$ cat config.mk
export PLATFORM = sky130hd
export DESIGN_NAME = spi_shift_master
export DESIGN_NICKNAME = d
export VERILOG_FILES = /design/src/rtl/spi_shift_pkg.sv /design/src/rtl/spi_sclk_div.sv /design/src/rtl/spi_bit_path.sv /design/src/rtl/spi_frame_ctl.sv /design/src/rtl/spi_shift_master.sv
export SDC_FILE = /design/constraint.sdc
export NUM_CORES = 1
export LEC_CHECK = 0
export ABC_CLOCK_PERIOD_IN_PS = 2670
export CORE_MARGIN = 4
export CORE_UTILIZATION = 50
export DETAILED_ROUTE_END_ITERATION = 8
export PLACE_DENSITY = 0.74
export RECOVER_POWER = 25
export SLEW_MARGIN = 15
export SYNTH_ARGS = -nofsm -noshare
export SYNTH_HDL_FRONTEND = slang
export SYNTH_SLANG_ARGS = --single-unit
$ cat constraint.sdc
create_clock -name clk -period 2.67 [get_ports clk]
set_input_delay 0.267 -clock clk [delete_from_list [all_inputs] [get_ports clk]]
set_output_delay 0.267 -clock clk [all_outputs]
set_load 0.01 [all_outputs]
$ cat src/rtl/spi_shift_pkg.sv
package spi_shift_pkg;

   typedef enum logic [1:0] {
      ST_IDLE = 2'd0,
      ST_LOW  = 2'd1,
      ST_HIGH = 2'd2,
      ST_GAP  = 2'd3
   } eng_state_t;

   function automatic int unsigned bit_cnt_width(input int unsigned data_w);
      return $clog2(data_w + 1);
   endfunction

endpackage

$ cat src/rtl/spi_sclk_div.sv
module spi_sclk_div #(
   parameter int DIV_W = 8
) (
   input  logic             clk,
   input  logic             rst_n,
   input  logic             run,
   input  logic [DIV_W-1:0] half_div,
   output logic             tick
);

   logic [DIV_W-1:0] cnt_q;

   assign tick = run && (cnt_q >= half_div);

   always_ff @(posedge clk or negedge rst_n) begin
      if (!rst_n) begin
         cnt_q <= '0;
      end else if (!run || tick) begin
         cnt_q <= '0;
      end else begin
         cnt_q <= cnt_q + 1'b1;
      end
   end

endmodule

$ cat src/rtl/spi_bit_path.sv
module spi_bit_path #(
   parameter int DATA_W = 8
) (
   input  logic              clk,
   input  logic              rst_n,
   input  logic              load,
   input  logic              use_tx,
   input  logic [DATA_W-1:0] tx_byte,
   input  logic              zero_fill,
   input  logic              shift,
   input  logic              sample,
   input  logic              capture,
   input  logic              lsb_first,
   input  logic              rx_in,
   output logic              mosi,
   output logic [DATA_W-1:0] rx_byte,
   output logic              rx_done
);

   logic [DATA_W-1:0] sh_q;
   logic [DATA_W-1:0] last_q;
   logic [DATA_W-1:0] rx_sh_q;
   logic [DATA_W-1:0] rx_byte_q;
   logic              rx_done_q;
   logic [DATA_W-1:0] fill_byte;
   logic [DATA_W-1:0] load_byte;
   logic [DATA_W-1:0] sh_next;
   logic [DATA_W-1:0] rx_next;

   assign fill_byte = zero_fill ? '0 : last_q;
   assign load_byte = use_tx ? tx_byte : fill_byte;

   for (genvar i = 0; i < DATA_W; i++) begin : g_bit
      if (i == 0) begin : g_low_end
         assign sh_next[i] = lsb_first ? sh_q[i+1]    : 1'b0;
         assign rx_next[i] = lsb_first ? rx_sh_q[i+1] : rx_in;
      end else if (i == DATA_W-1) begin : g_high_end
         assign sh_next[i] = lsb_first ? 1'b0  : sh_q[i-1];
         assign rx_next[i] = lsb_first ? rx_in : rx_sh_q[i-1];
      end else begin : g_middle
         assign sh_next[i] = lsb_first ? sh_q[i+1]    : sh_q[i-1];
         assign rx_next[i] = lsb_first ? rx_sh_q[i+1] : rx_sh_q[i-1];
      end
   end

   assign mosi    = lsb_first ? sh_q[0] : sh_q[DATA_W-1];
   assign rx_byte = rx_byte_q;
   assign rx_done = rx_done_q;

   always_ff @(posedge clk or negedge rst_n) begin
      if (!rst_n) begin
         sh_q   <= '0;
         last_q <= '0;
      end else if (load) begin
         sh_q   <= load_byte;
         last_q <= load_byte;
      end else if (shift) begin
         sh_q   <= sh_next;
      end
   end

   always_ff @(posedge clk or negedge rst_n) begin
      if (!rst_n) begin
         rx_sh_q   <= '0;
         rx_byte_q <= '0;
         rx_done_q <= 1'b0;
      end else begin
         rx_done_q <= capture;
         if (sample) begin
            rx_sh_q <= rx_next;
         end
         if (capture) begin
            rx_byte_q <= rx_next;
         end
      end
   end

endmodule

$ cat src/rtl/spi_frame_ctl.sv
module spi_frame_ctl
   import spi_shift_pkg::*;
#(
   parameter int DATA_W = 8
) (
   input  logic clk,
   input  logic rst_n,
   input  logic tick,
   input  logic pending,
   input  logic cont,
   output logic run,
   output logic load,
   output logic sample,
   output logic shift,
   output logic capture,
   output logic ss_n,
   output logic sclk
);

   localparam int CNT_W = bit_cnt_width(DATA_W);
   localparam logic [CNT_W-1:0] LAST_CNT = CNT_W'(DATA_W);
   localparam logic [CNT_W-1:0] FINAL_SAMPLE = CNT_W'(DATA_W - 1);

   eng_state_t       state_q;
   logic [CNT_W-1:0] bit_q;
   logic             ss_q;
   logic             sclk_q;
   logic             gap_half_q;
   logic             byte_end;
   logic             start;

   assign byte_end = (bit_q == LAST_CNT);

   always_comb begin
      start = 1'b0;
      case (state_q)
         ST_IDLE: start = pending;
         ST_GAP:  start = tick && gap_half_q && pending;
         ST_HIGH: start = tick && byte_end && cont && pending;
         default: start = 1'b0;
      endcase
   end

   assign run     = (state_q != ST_IDLE);
   assign load    = start;
   assign sample  = (state_q == ST_LOW) && tick;
   assign capture = sample && (bit_q == FINAL_SAMPLE);
   assign shift   = (state_q == ST_HIGH) && tick && !byte_end;
   assign ss_n    = ss_q;
   assign sclk    = sclk_q;

   always_ff @(posedge clk or negedge rst_n) begin
      if (!rst_n) begin
         state_q    <= ST_IDLE;
         bit_q      <= '0;
         ss_q       <= 1'b1;
         sclk_q     <= 1'b0;
         gap_half_q <= 1'b0;
      end else if (start) begin
         state_q    <= ST_LOW;
         bit_q      <= '0;
         ss_q       <= 1'b0;
         sclk_q     <= 1'b0;
         gap_half_q <= 1'b0;
      end else begin
         case (state_q)
            ST_LOW: begin
               if (tick) begin
                  sclk_q  <= 1'b1;
                  bit_q   <= bit_q + 1'b1;
                  state_q <= ST_HIGH;
               end
            end
            ST_HIGH: begin
               if (tick) begin
                  sclk_q <= 1'b0;
                  if (!byte_end) begin
                     state_q <= ST_LOW;
                  end else begin
                     ss_q       <= 1'b1;
                     gap_half_q <= 1'b0;
                     state_q    <= cont ? ST_IDLE : ST_GAP;
                  end
               end
            end
            ST_GAP: begin
               if (tick) begin
                  if (!gap_half_q) begin
                     gap_half_q <= 1'b1;
                  end else begin
                     state_q <= ST_IDLE;
                  end
               end
            end
            default: begin
               state_q <= ST_IDLE;
            end
         endcase
      end
   end

endmodule

$ cat src/rtl/spi_shift_master.sv
module spi_shift_master #(
   parameter int DATA_W = 8,
   parameter int DIV_W  = 8
) (
   input  logic              clk,
   input  logic              rst_n,
   input  logic [DIV_W-1:0]  sclk_half,
   input  logic              cfg_cont,
   input  logic              cfg_lsb_first,
   input  logic              cfg_zero_fill,
   input  logic              cfg_loopback,
   input  logic              cfg_miso_dis,
   input  logic [DATA_W-1:0] tx_data,
   input  logic              tx_valid,
   input  logic              fill_req,
   output logic              tx_pop,
   output logic [DATA_W-1:0] rx_data,
   output logic              rx_done,
   output logic              sclk,
   output logic              mosi,
   output logic              ss_n,
   input  logic              miso,
   input  logic              slv_bit,
   output logic              slv_miso_o,
   output logic              slv_miso_oe
);

   if (DATA_W < 2) begin : g_bad_data_w
      $error("spi_shift_master: DATA_W must be at least 2");
   end
   if (DIV_W < 1) begin : g_bad_div_w
      $error("spi_shift_master: DIV_W must be at least 1");
   end

   logic tick;
   logic run;
   logic load;
   logic sample;
   logic shift;
   logic capture;
   logic pending;
   logic rx_in;
   logic mosi_int;

   assign pending = tx_valid | fill_req;
   assign rx_in   = cfg_loopback ? mosi_int : miso;
   assign mosi    = mosi_int;
   assign tx_pop  = load & tx_valid;

   spi_sclk_div #(
      .DIV_W (DIV_W)
   ) u_div (
      .clk      (clk),
      .rst_n    (rst_n),
      .run      (run),
      .half_div (sclk_half),
      .tick     (tick)
   );

   spi_frame_ctl #(
      .DATA_W (DATA_W)
   ) u_ctl (
      .clk     (clk),
      .rst_n   (rst_n),
      .tick    (tick),
      .pending (pending),
      .cont    (cfg_cont),
      .run     (run),
      .load    (load),
      .sample  (sample),
      .shift   (shift),
      .capture (capture),
      .ss_n    (ss_n),
      .sclk    (sclk)
   );

   spi_bit_path #(
      .DATA_W (DATA_W)
   ) u_path (
      .clk       (clk),
      .rst_n     (rst_n),
      .load      (load),
      .use_tx    (tx_valid),
      .tx_byte   (tx_data),
      .zero_fill (cfg_zero_fill),
      .shift     (shift),
      .sample    (sample),
      .capture   (capture),
      .lsb_first (cfg_lsb_first),
      .rx_in     (rx_in),
      .mosi      (mosi_int),
      .rx_byte   (rx_data),
      .rx_done   (rx_done)
   );

   assign slv_miso_oe = ~cfg_miso_dis;
   assign slv_miso_o  = cfg_miso_dis ? 1'b0 : slv_bit;

endmodule

Word level (Yosys, flattened, before mapping)

Cells that the tools add are included.

Add/sub/neg operators: 2
Magnitude comparators: 1
Equal/unequal tests: 10
Mux-type cells: 48
Bitwise operators: 3
Reduce and logical (&&, ||, !) cells: 27

Operator list:

| kind                                                                     | number |
|---|---|
| 8-bit 2-to-1 mux                                                         | 5 |
| 1-bit 2-to-1 mux                                                         | 29 |
| 3-bit by 2-bit inequality test with 1-bit output (second input constant) | 5 |
| 2-bit 2-to-1 mux                                                         | 7 |
| 4-bit 2-to-1 mux                                                         | 3 |
| 2-bit nonzero test                                                       | 6 |
| 1-bit logical AND                                                        | 10 |
| 8-bit by 1-bit adder with 8-bit output (second input constant)           | 1 |
| 8-bit >= comparator                                                      | 1 |
| 4-bit AND reduction                                                      | 2 |
| 2-bit one-hot mux with 3 select lines                                    | 1 |
| 3-bit AND reduction                                                      | 2 |
| 3-bit nonzero test                                                       | 2 |
| 4-bit by 1-bit adder with 4-bit output (second input constant)           | 1 |
| 2-bit == test (second input constant)                                    | 2 |
| 4-bit by 3-bit == test with 1-bit output (second input constant)         | 1 |
| 4-bit == test (second input constant)                                    | 1 |
| 1-bit one-hot mux with 2 select lines                                    | 2 |
| 1-bit one-hot mux with 3 select lines                                    | 1 |
| 2-bit by 1-bit == test with 1-bit output (second input constant)         | 1 |
| 1-bit zero test                                                          | 2 |
| 2-bit zero test                                                          | 1 |
| 2-bit AND reduction                                                      | 1 |
| 1-bit bitwise AND                                                        | 1 |
| 3 further kinds                                                          | 3 |

Flip-flop bits (word level): 50
Bits of input ports: 27
Output and inout bits: 15
Word-level logic and storage cells: 102

Depth between registers and ports, before layout

Gate-level depths: netlist of run 1.

Word-level depth: 8
Depth in mapped cells: 11
Mapped depth without buffers: 8

Modules after synthesis

From an unflattened synthesis of run 1, not the netlist that was laid out.

Cells, all modules: 262
Area total of the unflattened synthesis: 2770.2 µm²

By module, submodules not included:

| module           | instances | cells an instance | area an instance (µm²) | seq. area each (µm²) |
|---|---|---|---|---|
| spi_bit_path     | 1         | 135               | 1537.7                 | 825.8 |
| spi_frame_ctl    | 1         | 63                | 616.8                  | 226.5 |
| spi_sclk_div     | 1         | 59                | 578.1                  | 200.2 |
| spi_shift_master | 1         | 5                 | 37.5                   | 0.0 |

Worst setup path after synthesis of run 1

No wires, ideal clock.

Path type: register to register
Start point: reg u_div.cnt_q[0]
End point: reg u_path.last_q[1]
Setup time: 121 ps
Arrival: 2178 ps
Required time: 2549 ps
Path slack: 371 ps
Stages on the path, launching flop included: 11
Buffers on the path: 2
Clock period less this slack: 2299 ps
Cell sequence: dfrtp_1 -> inv_1 -> ha_1 -> nand2b_4 -> a2111oi_4 -> o311ai_2 -> o21a_1 -> buf_6 -> and2_4 -> buf_6 -> a22o_1

Cells in the longest elaborated chain, start to end: 6
Elaborated cells between the ends (all ways): 8
Classes of those cells: order compare (1); mux (1); reduce/logical (6)

RTL lines:

| element                                 | line                | source |
|---|---|---|
| from (decl)                             | spi_sclk_div.sv:11  | `logic [DIV_W-1:0] cnt_q;` |
| from (signal assigned)                  | spi_sclk_div.sv:21  | `cnt_q <= cnt_q + 1'b1;` |
| 8-bit >= comparator *                   | spi_sclk_div.sv:13  | `assign tick = run && (cnt_q >= half_div);` |
| 1-bit logical AND *                     | spi_sclk_div.sv:13  |  |
| 1-bit logical AND (3 in series)         | spi_frame_ctl.sv:39 | `ST_HIGH: start = tick && byte_end && cont && pending;` |
| 1-bit one-hot mux with 3 select lines * | spi_frame_ctl.sv:36 | `case (state_q)` |
| to (signal assigned)                    | spi_bit_path.sv:56  | `last_q <= load_byte;` |
| to (decl)                               | spi_bit_path.sv:21  | `logic [DATA_W-1:0] last_q;` |

Every way passes the cells marked *; elsewhere a longest branch is shown, timed or not.
A chain may end at the register's enable or synchronous reset.

Worst setup path after layout of run 1

Start point: in sclk_half[1]
End point: out tx_pop

Cells in the longest elaborated chain, start to end: 7
Elaborated cells between the ends (all ways): 9
Classes of those cells: order compare (1); mux (1); bitwise (1); reduce/logical (6)

RTL lines:

| element                                 | line                   | source |
|---|---|---|
| from (decl)                             | spi_shift_master.sv:7  | `input logic [DIV_W-1:0] sclk_half,` |
| 8-bit >= comparator *                   | spi_sclk_div.sv:13     |  |
| 1-bit logical AND *                     | spi_sclk_div.sv:13     |  |
| 1-bit logical AND (3 in series)         | spi_frame_ctl.sv:39    |  |
| 1-bit one-hot mux with 3 select lines * | spi_frame_ctl.sv:36    |  |
| 1-bit bitwise AND *                     | spi_shift_master.sv:48 | `assign tx_pop = load & tx_valid;` |
| to (decl)                               | spi_shift_master.sv:16 | `output logic tx_pop,` |

Marks and branches as above.

==> results of run 1 <==
-- kinds of logic after synthesis --
group / share of synthesized area
and+or+nand+nor: 0.130
xor gates and xnor gates: 0.0245
muxes: 0.147
AOI/OAI and AO/OA: 0.142
adders and majority gates: 0.0699
buffers and inverters: 0.0494
DFF: 0.437
-- cells in the mapped netlist, types with 2 or more instances --
cell and number:
a211o_1 2, a211oi_1 2, a21oi_1 7, a22o_1 6, a31oi_1 6, and3_1 5, buf_2 8, buf_6 2
clkbuf_1 4, dfrtp_1 49, ha_1 16, inv_1 17, mux2_1 8, mux2_2 17, mux2i_1 14, nand2_1 22
nand2b_1 3, nand3_1 7, nor2_1 22, nor2b_1 4, nor3b_1 3, o21a_1 2, o21ai_0 11, o21ai_1 4
o221ai_1 2, o22ai_1 2, xnor2_1 3, xor2_1 5
-- cell type report --
cell class,instances,area (um^2),share of cell area
clock inverters,2,10.0,0.00284
repair buffers,62,556,0.158
flip-flops and latches,50,1250,0.355
inverters,17,63.8,0.0181
clock buffers,5,68.8,0.0195
well taps,72,90.1,0.0256
multi-input cells,193,1480,0.421
-- flip-flops by register name, indices dropped and copies added, names as in the netlist --
| register | cells |
|---|---|
| u_ctl.bit_q | 4 |
| u_ctl.gap_half_q | 1 |
| u_ctl.sclk | 1 |
| u_ctl.ss_n | 1 |
| u_ctl.state_q | 2 |
| u_div.cnt_q | 8 |
| u_path.last_q | 8 |
| u_path.rx_byte | 8 |
| u_path.rx_done | 1 |
| u_path.rx_sh_q | 8 |
| u_path.sh_q | 8 |
-- cell usage in the layout (no fill, tap or decap), types with 3 or more instances in the layout --
| cell type | instances |
|---|---|
| clkdlybuf4s50_1 | 39 |
| inv_1 | 17 |
| buf_4 | 18 |
| ha_1 | 16 |
| dfrtp_1 | 49 |
| nor2b_1 | 4 |
| and3_1 | 5 |
| nor3b_1 | 3 |
| mux2_2 | 17 |
| mux2_1 | 8 |
| clkbuf_8 | 5 |
| nand2b_1 | 3 |
| a21oi_1 | 7 |
| xor2_1 | 5 |
| a31oi_1 | 6 |
| a22o_1 | 6 |
| o21ai_1 | 3 |
| clkbuf_1 | 3 |
| nor2_1 | 22 |
| mux2i_1 | 14 |
| o21ai_0 | 11 |
| nand3_1 | 7 |
| xnor2_1 | 3 |
| nand2_1 | 22 |
-- worst register-to-register path, delay by kind of cell, from the launching register on --
family	cells	cell delay, ns
AO/OA/AOI/OAI	4	0.67
adder cells (fa/ha/maj)	1	0.32
buffers and inverters	3	0.54
flip-flops	1	0.44
AND/OR/NAND/NOR	2	0.35
-- stage by stage --
stage / TNS [ns] / setup slack (ns) / total power [mW] / hold slack, ns / cells
after detailed placement: -0.187 / -0.120 / 2.27 / 0.292 / 393
after global routing: -0.00231 / -0.00231 / 2.87 / 0.526 / 401
after global placement: -0.143 / -0.120 / 2.26 / 0.289 / 393
after CTS: 0 / 0.0776 / 2.70 / 0.493 / 401
final: 0 / 0.0920 / 2.68 / 0.493 / 401
after floorplan: 0 / 0.371 / 1.88 / -0.0286 / 274
-- power breakdown --
part	switching (mW)	internal [mW]
Sequential	0.0881	0.882
Combinational	0.689	0.604
Clock	0.244	0.176
-- per-layer routing --
metal	up-vias	share of wire	global-route usage	wire length (um)
met5	-	0	0	0
met1	1054	0.47	0.234	2750
met4	0	0.012	0.0439	69
li1	1079	-	-	-
met3	6	0.035	0.0346	201
met2	47	0.48	0.287	2780
-- what timing repair did --
action                     4_1_cts  5_1_grt
hold endpoints to repair        49        0
pin swaps                        1        2
hold buffers                     1        0
setup endpoints to repair        1        1
resized for setup                1        2
-- how the worst min path moves through the flow --
stage,startpoint,end,depth (start not counted)
2_1_floorplan,rst_n,u_ctl.bit_q[0],0
3_3_place_gp,rst_n,u_path.last_q[6],2
3_5_place_dp,rst_n,u_path.last_q[6],2
4_1_cts,rst_n,u_path.last_q[1],3
5_1_grt,u_path.last_q[3],u_path.last_q[3],2
6_report,u_path.rx_byte[4],u_path.rx_byte[4],1
==> summary.txt, run 1 <==
Hold Violations, Final -> 0
EDFF count, synth -> 0
DRC -> 0
CTS tree -> done
HPWL Detailed -> 4.34 mm
P_leak -> 1.70 nW
Skew final -> 0.0129 ns
CP arrival -> 2.31 ns
Area post-placement -> 3430 um^2
Min Tclk post-route -> 2.58 ns
Reg2Reg Setup Slack -> 0.23 ns
Design area -> 3520 um^2
Worst Path Required -> 2.40 ns
Die Height -> 83.7 um
Utilization after layout -> 0.636
Clk_lat worst skew -> 0.31 ns
PwrDens -> 761 nW/um^2
Drt via density -> 5.45
Wire length of the first global-routing pass -> 10.2 mm
Slew Limit Fails -> 0
Post-CTS setup buffers -> 0
Register-to-Register Path Depth -> 10
Port Buf Inserts -> 41
Critical path class -> in2out
Slew headroom -> 0.0854
Slowest cell on the critical path -> clkdlybuf4s50_1
Setup violations, final -> 0
Clock Tree Buf Depth -> 2
Routed len/inst -> 14.5 um
Crit path max-delay family -> compound AO/OA/AOI/OAI gates
Worst R2R End -> u_path.sh_q[3]
Wire length after detailed routing -> 5.80 mm
DRT iter0 DRCs -> 84
Ports -> 42
Initial antenna violation count -> 0
Layout area overhead -> 23.1%
Max_cap viols -> 0
Status -> complete, no violations
Final Wtd Congestion -> 0.915
Share of cells above drive strength 1 -> 0.158
Setup crit end kind -> output pin
Die Area -> 7000 um^2
First drt pass iteration count -> 4
Pin count of the biggest net entering global routing -> 27
Post-route ant nets -> 0
Ant diodes -> 0
CP Depth -> 8
CTS Buf Count -> 5
Syn_area_per_cell -> 10.5 um^2
Mapped Cells -> 274
Crit Path Max Fanout -> 2
Core area -> 5540 um^2
Highest cell delay on the worst timing path -> 0.46 ns
Synth top area share -> 0.428
Clock Sinks -> 50
Vias -> 2186
Buffers & Inverters on Critical Path -> 3
Fraction of registers with async set/reset -> 1.00
Top post-synthesis cells by area -> dfrtp_1 (43%), ha_1 (7.0%), mux2_2 (6.7%), mux2i_1 (4.9%), mux2_1 (3.1%)
Worst setup path end -> tx_pop
Post-synthesis sequential area ratio -> 0.437
Initial Utilization -> 0.517
Top FF cell, synth -> dfrtp_1
Gr ovfl total -> 0
Fillers -> 477
Worst-Margin Slew -> 1.37 ns
Synth area leader -> dfrtp_1
H-tree Lvls -> 2
Final period util -> 0.966
Fmax -> 388 MHz
CP startpoint -> sclk_half[1]
Fin nets -> 372
Yosys warns -> 0
Syn nets -> 317
Hold crit path type -> reg2reg
Core Rows -> 27
Reg-to-Reg Start -> u_ctl.state_q[0]
Startpoint types -> input pin
Clock slew at reported path FFs -> 0.09 ns
Synthesized area -> 2860 um^2
Worst-path cell chain -> clkdlybuf4s50_1, inv_1, ha_1, a2111oi_4, o311ai_4, o21a_1, and2_4, dlygate4sd2_1
Chip width -> 83.7 um
Seq cells post-synth -> 50
Vias in the first global route -> 2219
Yosys cell types -> 49
Root Driver -> clkbuf_8
Peak supply drop -> 0.000498 V
Tot GR Track Use -> 0.174
(Power assumes the default switching activity.)
==> run 2: changes to the inputs <==
CTS_BUF_LIST = sky130_fd_sc_hd__clkbuf_8   (was not set)
==> results of run 2 <==
Same layout as run 1: the final DEF is identical, and so are final timing and power.
==> run 3: changes to the inputs <==
ABC_CLOCK_PERIOD_IN_PS = not set   (was 2670)
==> results of run 3 <==
Same layout as run 1: the final DEF is identical, and so are final timing and power.
